$ cat src/rtl/bkpt_pkg.sv
`timescale 1ns/1ps
package bkpt_pkg;

    typedef enum logic [1:0] {
        QUAL_OFF    = 2'b00,
        QUAL_FIRST  = 2'b01,
        QUAL_SECOND = 2'b10,
        QUAL_ANY    = 2'b11
    } qual_e;

    typedef struct packed {
        logic [1:0] width_sel;
        qual_e      dir;
        qual_e      kind;
        qual_e      owner;
    } ctrl_t;

    typedef enum logic {
        TRG_IDLE = 1'b0,
        TRG_RUN  = 1'b1
    } trg_state_e;

    typedef enum logic {
        REQ_IDLE = 1'b0,
        REQ_HELD = 1'b1
    } req_state_e;

    localparam logic [1:0] OFS_ADDR = 2'd0;
    localparam logic [1:0] OFS_MASK = 2'd1;
    localparam logic [1:0] OFS_CTRL = 2'd2;

    function automatic logic qual_pass(qual_e q, logic second);
        logic ok;
        unique case (q)
            QUAL_OFF:    ok = 1'b0;
            QUAL_FIRST:  ok = ~second;
            QUAL_SECOND: ok = second;
            QUAL_ANY:    ok = 1'b1;
            default:     ok = 1'b0;
        endcase
        return ok;
    endfunction

endpackage

$ cat src/rtl/bkpt_regs.sv
`timescale 1ns/1ps
module bkpt_regs
    import bkpt_pkg::*;
#(
    parameter int ADDR_W = 32
) (
    input  logic              clk,
    input  logic              rst_n,
    input  logic              we,
    input  logic [1:0]        sel,
    input  logic [ADDR_W-1:0] wdata,
    output logic [ADDR_W-1:0] rdata,
    output logic [ADDR_W-1:0] cmp_addr,
    output logic [ADDR_W-1:0] ign_mask,
    output ctrl_t             ctrl
);

    localparam int CTRL_W = $bits(ctrl_t);

    always_ff @(posedge clk or negedge rst_n) begin
        if (!rst_n) begin
            cmp_addr <= '0;
            ign_mask <= '0;
            ctrl     <= '0;
        end else if (we) begin
            unique case (sel)
                OFS_ADDR: cmp_addr <= wdata;
                OFS_MASK: ign_mask <= wdata;
                OFS_CTRL: ctrl     <= ctrl_t'(wdata[CTRL_W-1:0]);
                default:  ;
            endcase
        end
    end

    always_comb begin
        unique case (sel)
            OFS_ADDR: rdata = cmp_addr;
            OFS_MASK: rdata = ign_mask;
            OFS_CTRL: rdata = {{(ADDR_W-CTRL_W){1'b0}}, ctrl};
            default:  rdata = '0;
        endcase
    end

endmodule

$ cat src/rtl/bkpt_compare.sv
`timescale 1ns/1ps
module bkpt_compare
    import bkpt_pkg::*;
#(
    parameter int ADDR_W = 32
) (
    input  logic              clk,
    input  logic              rst_n,
    input  logic [ADDR_W-1:0] cmp_addr,
    input  logic [ADDR_W-1:0] ign_mask,
    input  ctrl_t             ctrl,
    input  logic              bus_valid,
    input  logic [ADDR_W-1:0] bus_addr,
    input  logic              bus_xfer,
    input  logic              bus_data,
    input  logic              bus_write,
    output logic              match_now,
    output logic              hit_q
);

    logic addr_ok;
    logic qual_ok;

    always_comb begin
        addr_ok   = ((bus_addr ^ cmp_addr) & ~ign_mask) == '0;
        qual_ok   = qual_pass(ctrl.owner, bus_xfer)
                  & qual_pass(ctrl.kind,  bus_data)
                  & qual_pass(ctrl.dir,   bus_write);
        match_now = bus_valid & addr_ok & qual_ok;
    end

    always_ff @(posedge clk or negedge rst_n) begin
        if (!rst_n) hit_q <= 1'b0;
        else        hit_q <= match_now;
    end

endmodule

$ cat src/rtl/bkpt_trigger.sv
`timescale 1ns/1ps
module bkpt_trigger
    import bkpt_pkg::*;
#(
    parameter int SEL_W = 2
) (
    input  logic             clk,
    input  logic             rst_n,
    input  logic             fire,
    input  logic [SEL_W-1:0] width_sel,
    output logic             trig
);

    localparam int MAX_W = 1 << ((1 << SEL_W) - 1);
    localparam int CNT_W = (MAX_W > 1) ? $clog2(MAX_W) : 1;

    trg_state_e       st_q, st_d;
    logic [CNT_W-1:0] cnt_q, cnt_d;
    logic [CNT_W-1:0] load_val;

    // width 2**sel cycles: counter holds cycles remaining after the current one
    always_comb load_val = (CNT_W'(1) << width_sel) - CNT_W'(1);

    always_ff @(posedge clk or negedge rst_n) begin
        if (!rst_n) begin
            st_q  <= TRG_IDLE;
            cnt_q <= '0;
        end else begin
            st_q  <= st_d;
            cnt_q <= cnt_d;
        end
    end

    always_comb begin
        st_d  = st_q;
        cnt_d = cnt_q;
        unique case (st_q)
            TRG_IDLE: begin
                if (fire) begin
                    st_d  = TRG_RUN;
                    cnt_d = load_val;
                end
            end
            TRG_RUN: begin
                if (fire) begin
                    cnt_d = load_val;
                end else if (cnt_q == '0) begin
                    st_d = TRG_IDLE;
                end else begin
                    cnt_d = cnt_q - CNT_W'(1);
                end
            end
            default: st_d = TRG_IDLE;
        endcase
    end

    always_comb trig = (st_q == TRG_RUN);

endmodule

$ cat src/rtl/bkpt_request.sv
`timescale 1ns/1ps
module bkpt_request
    import bkpt_pkg::*;
#(
    parameter int LVL_W     = 4,
    parameter int BRK_LEVEL = 15
) (
    input  logic             clk,
    input  logic             rst_n,
    input  logic             fire,
    input  logic [LVL_W-1:0] cpu_level,
    input  logic             cpu_ack,
    output logic             pending,
    output logic             accept
);

    localparam logic [LVL_W-1:0] LEVEL = LVL_W'(BRK_LEVEL);

    req_state_e st_q, st_d;
    logic       level_ok;

    always_comb level_ok = (cpu_level < LEVEL);

    always_ff @(posedge clk or negedge rst_n) begin
        if (!rst_n) st_q <= REQ_IDLE;
        else        st_q <= st_d;
    end

    always_comb begin
        st_d = st_q;
        unique case (st_q)
            REQ_IDLE: if (fire) st_d = REQ_HELD;
            REQ_HELD: if (level_ok && cpu_ack && !fire) st_d = REQ_IDLE;
            default:  st_d = REQ_IDLE;
        endcase
    end

    always_comb begin
        pending = (st_q == REQ_HELD);
        accept  = pending & level_ok;
    end

endmodule

$ cat src/rtl/bkpt_match_unit.sv
`timescale 1ns/1ps
module bkpt_match_unit
    import bkpt_pkg::*;
#(
    parameter int ADDR_W    = 32,
    parameter int LVL_W     = 4,
    parameter int BRK_LEVEL = 15
) (
    input  logic              clk,
    input  logic              rst_n,
    input  logic              reg_we,
    input  logic [1:0]        reg_sel,
    input  logic [ADDR_W-1:0] reg_wdata,
    output logic [ADDR_W-1:0] reg_rdata,
    input  logic              bus_valid,
    input  logic [ADDR_W-1:0] bus_addr,
    input  logic              bus_xfer,
    input  logic              bus_data,
    input  logic              bus_write,
    input  logic [LVL_W-1:0]  cpu_level,
    input  logic              cpu_ack,
    output logic              brk_hit,
    output logic              brk_pending,
    output logic              brk_accept,
    output logic              trig_out
);

    logic [ADDR_W-1:0] cmp_addr;
    logic [ADDR_W-1:0] ign_mask;
    ctrl_t             ctrl;
    logic              match_now;
    logic [7:0]        ctrl_bits;

    always_comb ctrl_bits = ctrl;

    bkpt_regs #(.ADDR_W(ADDR_W)) u_regs (
        .clk      (clk),
        .rst_n    (rst_n),
        .we       (reg_we),
        .sel      (reg_sel),
        .wdata    (reg_wdata),
        .rdata    (reg_rdata),
        .cmp_addr (cmp_addr),
        .ign_mask (ign_mask),
        .ctrl     (ctrl)
    );

    bkpt_compare #(.ADDR_W(ADDR_W)) u_cmp (
        .clk       (clk),
        .rst_n     (rst_n),
        .cmp_addr  (cmp_addr),
        .ign_mask  (ign_mask),
        .ctrl      (ctrl),
        .bus_valid (bus_valid),
        .bus_addr  (bus_addr),
        .bus_xfer  (bus_xfer),
        .bus_data  (bus_data),
        .bus_write (bus_write),
        .match_now (match_now),
        .hit_q     (brk_hit)
    );

    bkpt_trigger #(.SEL_W(2)) u_trg (
        .clk       (clk),
        .rst_n     (rst_n),
        .fire      (match_now),
        .width_sel (ctrl.width_sel),
        .trig      (trig_out)
    );

    bkpt_request #(.LVL_W(LVL_W), .BRK_LEVEL(BRK_LEVEL)) u_req (
        .clk       (clk),
        .rst_n     (rst_n),
        .fire      (match_now),
        .cpu_level (cpu_level),
        .cpu_ack   (cpu_ack),
        .pending   (brk_pending),
        .accept    (brk_accept)
    );

endmodule

$ cat config.mk
export PLATFORM = sky130hd
export DESIGN_NAME = bkpt_match_unit
export DESIGN_NICKNAME = d
export VERILOG_FILES = /design/src/rtl/bkpt_pkg.sv /design/src/rtl/bkpt_regs.sv /design/src/rtl/bkpt_compare.sv /design/src/rtl/bkpt_trigger.sv /design/src/rtl/bkpt_request.sv /design/src/rtl/bkpt_match_unit.sv
export SDC_FILE = /design/constraint.sdc
export NUM_CORES = 1
export LEC_CHECK = 0
export ABC_AREA = 1
export BUFFER_PORTS_ARGS = -buffer_cell sky130_fd_sc_hd__buf_2
export CAP_MARGIN = 5
export CORE_MARGIN = 4
export CORE_UTILIZATION = 25
export DETAILED_ROUTE_END_ITERATION = 6
export MAX_ROUTING_LAYER = met4
export PLACE_DENSITY_LB_ADDON = 0.05
export SETUP_SLACK_MARGIN = 0.4
export SLEW_MARGIN = 20
export SYNTH_ARGS = -nofsm -noshare
export SYNTH_HDL_FRONTEND = slang
export SYNTH_HIERARCHICAL = 1
export SYNTH_SLANG_ARGS = --single-unit
$ cat constraint.sdc
create_clock -name clk -period 3.6 [get_ports clk]
set_input_delay 0.18 -clock clk [delete_from_list [all_inputs] [get_ports clk]]
set_output_delay 0.18 -clock clk [all_outputs]
set_load 0.05 [all_outputs]
==> flow_summary.toml <==
[run_status]
status = "finished clean"

[clock_tree]
cts_tree = "done"
cts.clk_slew.worst_paths_ps = 60
cts_buffer_depth = 2
numCtsBuffers = 9
cts_setup_buffers = 0
insertion_delay_ps = 340
cts_root_buf = "clkbuf_16"
clock-sinks = 78
h-tree-depth = 3

[global_route]
gr-usage-all-layers = 0.163
grt_overflow_total = 0
grt_max_degree = 74
grt_pass1_vias = 4415
grt_pass1_wl_mm = 25.2
antenna_found_initial = 0

[power]
swShare = 0.339
p_leak_nw = 3.19
switching_power_w = 0.000963
combinationalPowerShare = 0.238
power_density_mw_per_mm2 = 508
pwr-share-seq = 0.396
p_int_w = 0.00188
clockPowerShare = 0.365
ir_worst_vdd_uv = 206

[drt]
vias_per_cell = 4.56
postRouteAntennaNets = 0
wirelength_mm = 15.9
routedWlPerCell_um = 15.9
dr.pass1.iters = 5
first_iter_violations = 270
drc = 0
dr_total_vias = 4551

[sta]
fin_setup_tns_ps = 0
finalSetupViolations = 0
fmax_mhz = 486
fin_crit_sh = 0.571
min_period_ps = 2060
slew_viol_final = 0
hold_viol = 0
tightest_slew_ps = 874
rsz0062_at_grt = "no"
fin_skew_ps = 4.79
slew_headroom = 0.417

[yosys]
synth_top_area_share = 0.428
synth_cells = 669
yosysTopAreaCell = "dfrtp_1"
synth_edf_count = 0
syn_area_per_cell_um2 = 6.82
synthArstFlopShare = 1.00
ys_seq_area_frac = 0.428
ys_types = 20
synthesis.area_mm2 = 0.00457
yosys-top-cells-area = "dfrtp_1 43%, nand2_1 23%, nand3_1 11%"
synth-seq-cells = 78
synth_flop_cell = "dfrtp_1"
ys_warn_count = 6
syn_nets = 749

[die]
die_h_um = 143
ios = 114
initial_utilization = 0.254
rows = 49
core_area_mm2 = 0.0180
die-area_mm2 = 0.0205
die-width_um = 143

[placed_design]
dp.cells = 980
gp_congestion = 0.764
dp_hpwl_mm = 10.7
port_buffers = 113

[worst_setup_path]
cp-end-kind = "output port"
arrival_ps = 1880
crit_type = "in2out"
cp.required_ps = 3420
cp_max_fo = 64
startpoint_type = "input port"

[layout]
drive_gt1_frac = 0.182
antenna_cells = 0
layout.nets = 843
instances_no_fill = 997
fillerInstances = 1997
syn2layout_area_growth_pct = 22.5

[run]
maxCapViolCount = 0

[hold_path]
hp-class = "in2reg"
==> critical path: stages <==
cell,delay [ps]
buf_2,350
nor2_4,180
buf_4,630
nand2_1,110
nand2_1,130
buf_2,270
==> through the flow <==
stage               total power [W]  utilization  worst slack, ps  hold WS (ps)  instance area (µm²)
finish                      0.00284        0.311             1540          89.1                 5590
global route                0.00303        0.311             1360          91.1                 5590
CTS                         0.00289        0.311             1550          70.8                 5590
detailed placement          0.00183        0.292             1540           356                 5250
global placement            0.00182        0.292             1510           358                 5250
floorplan                   0.00159            -             2120          -116                 4570
==> repair_timing <==
action | 4_1_cts | 5_1_grt
gates resized for setup | 0 | 0
endpoints found under the hold margin | 32 | 0
hold buffers | 1 | 0
setup endpoints to repair | 0 | 0
==> area by class of cell <==
type	count	area, µm²	share of cell area
clock buffers	13	270	0.0483
clock inverters	3	65.1	0.0116
inverters	72	270	0.0483
multi-input cells	481	2120	0.379
flip-flops and latches	78	1950	0.349
well taps	229	287	0.0512
repair buffers	121	631	0.113
==> metal layers <==
| layer | part of all wire | wire length, µm | vias to the layer above | GRT usage |
|---|---|---|---|---|
| li1 | - | - | 2316 | - |
| met1 | 0.49 | 7840 | 2106 | 0.232 |
| met2 | 0.45 | 7160 | 118 | 0.243 |
| met3 | 0.046 | 725 | 11 | 0.0228 |
| met4 | 0.010 | 160 | 0 | 0.0470 |
| met5 | 0 | 0 | - | - |
==> registers in the layout, summed over array words and instances, names as in the netlist <==
signal	flops
u_trg/cnt_q	3
u_regs/ign_mask	32
u_trg/trig	1
u_regs/ctrl	8
u_req/pending	1
u_cmp/hit_q	1
u_regs/cmp_addr	32
==> cells in the mapped netlist, types with 2 or more instances <==
cell type    n
nand2_1    283
nand3_1    102
dfrtp_1     78
inv_1       69
nand4_1     41
buf_2       27
nor2_1      23
o21ai_0     13
a21oi_1      7
buf_6        5
buf_4        4
inv_2        3
nand3b_1     3
xnor2_1      3
clkbuf_1     2
ha_1         2
==> final timing paths <==
path / from / endpoint / slack [ps] / depth (start not counted)
max in group asynchronous: rst_n / u_regs/ign_mask[7] / 2280 / 3
hold / removal: reg_wdata[30] / u_regs/cmp_addr[30] / 90 / 3
min in group asynchronous: rst_n / u_regs/ign_mask[30] / 490 / 2
setup reg to reg: u_regs/cmp_addr[30] / u_trg/cnt_q[1] / 1610 / 11
hold reg to reg: u_trg/cnt_q[1] / u_trg/cnt_q[1] / 480 / 2
setup / recovery: reg_sel[0] / reg_rdata[14] / 1540 / 6
==> placed cells by master, fill, tap and decap left out <==
| cell type | instances |
|---|---|
| nand2_1 | 283 |
| buf_2 | 112 |
| nand3_1 | 102 |
| dfrtp_1 | 78 |
| inv_1 | 69 |
| nand4_1 | 41 |
| nor2_1 | 23 |
| o21ai_0 | 13 |
| clkbuf_16 | 9 |
| buf_4 | 8 |
| a21oi_1 | 7 |
| clkbuf_8 | 3 |
| xnor2_1 | 3 |
| nand3b_1 | 3 |
| inv_2 | 3 |
| bufinv_16 | 2 |
| ha_1 | 2 |
| clkinv_2 | 1 |
| clkbuf_1 | 1 |
| dlygate4sd3_1 | 1 |
| nor2_4 | 1 |
| o21ai_1 | 1 |
| o21a_1 | 1 |
| nand2_2 | 1 |
==> logic make-up (layout without fill, tap and decap cells) <==
| group | count (synthesis) | count (layout) | synth area share |
|---|---|---|---|
| simple gates | 454 | 454 | 0.427 |
| fa+ha+maj | 2 | 2 | 0.00548 |
| flops | 78 | 78 | 0.428 |
| xor+xnor | 3 | 3 | 0.00576 |
| compound gates | 22 | 22 | 0.0247 |
| buf+inv | 110 | 209 | 0.109 |
==> power groups by stage <==
stage	logic [W]	clock network (W)	registers [W]
after floorplan	0.000482	0	0.00111
after global placement	0.000682	0	0.00114
after detailed placement	0.000687	0	0.00114
after CTS	0.000690	0.00107	0.00113
after global routing	0.000767	0.00112	0.00115
final	0.000677	0.00104	0.00113
No activity file was read; power rests on OpenSTA's default activity.
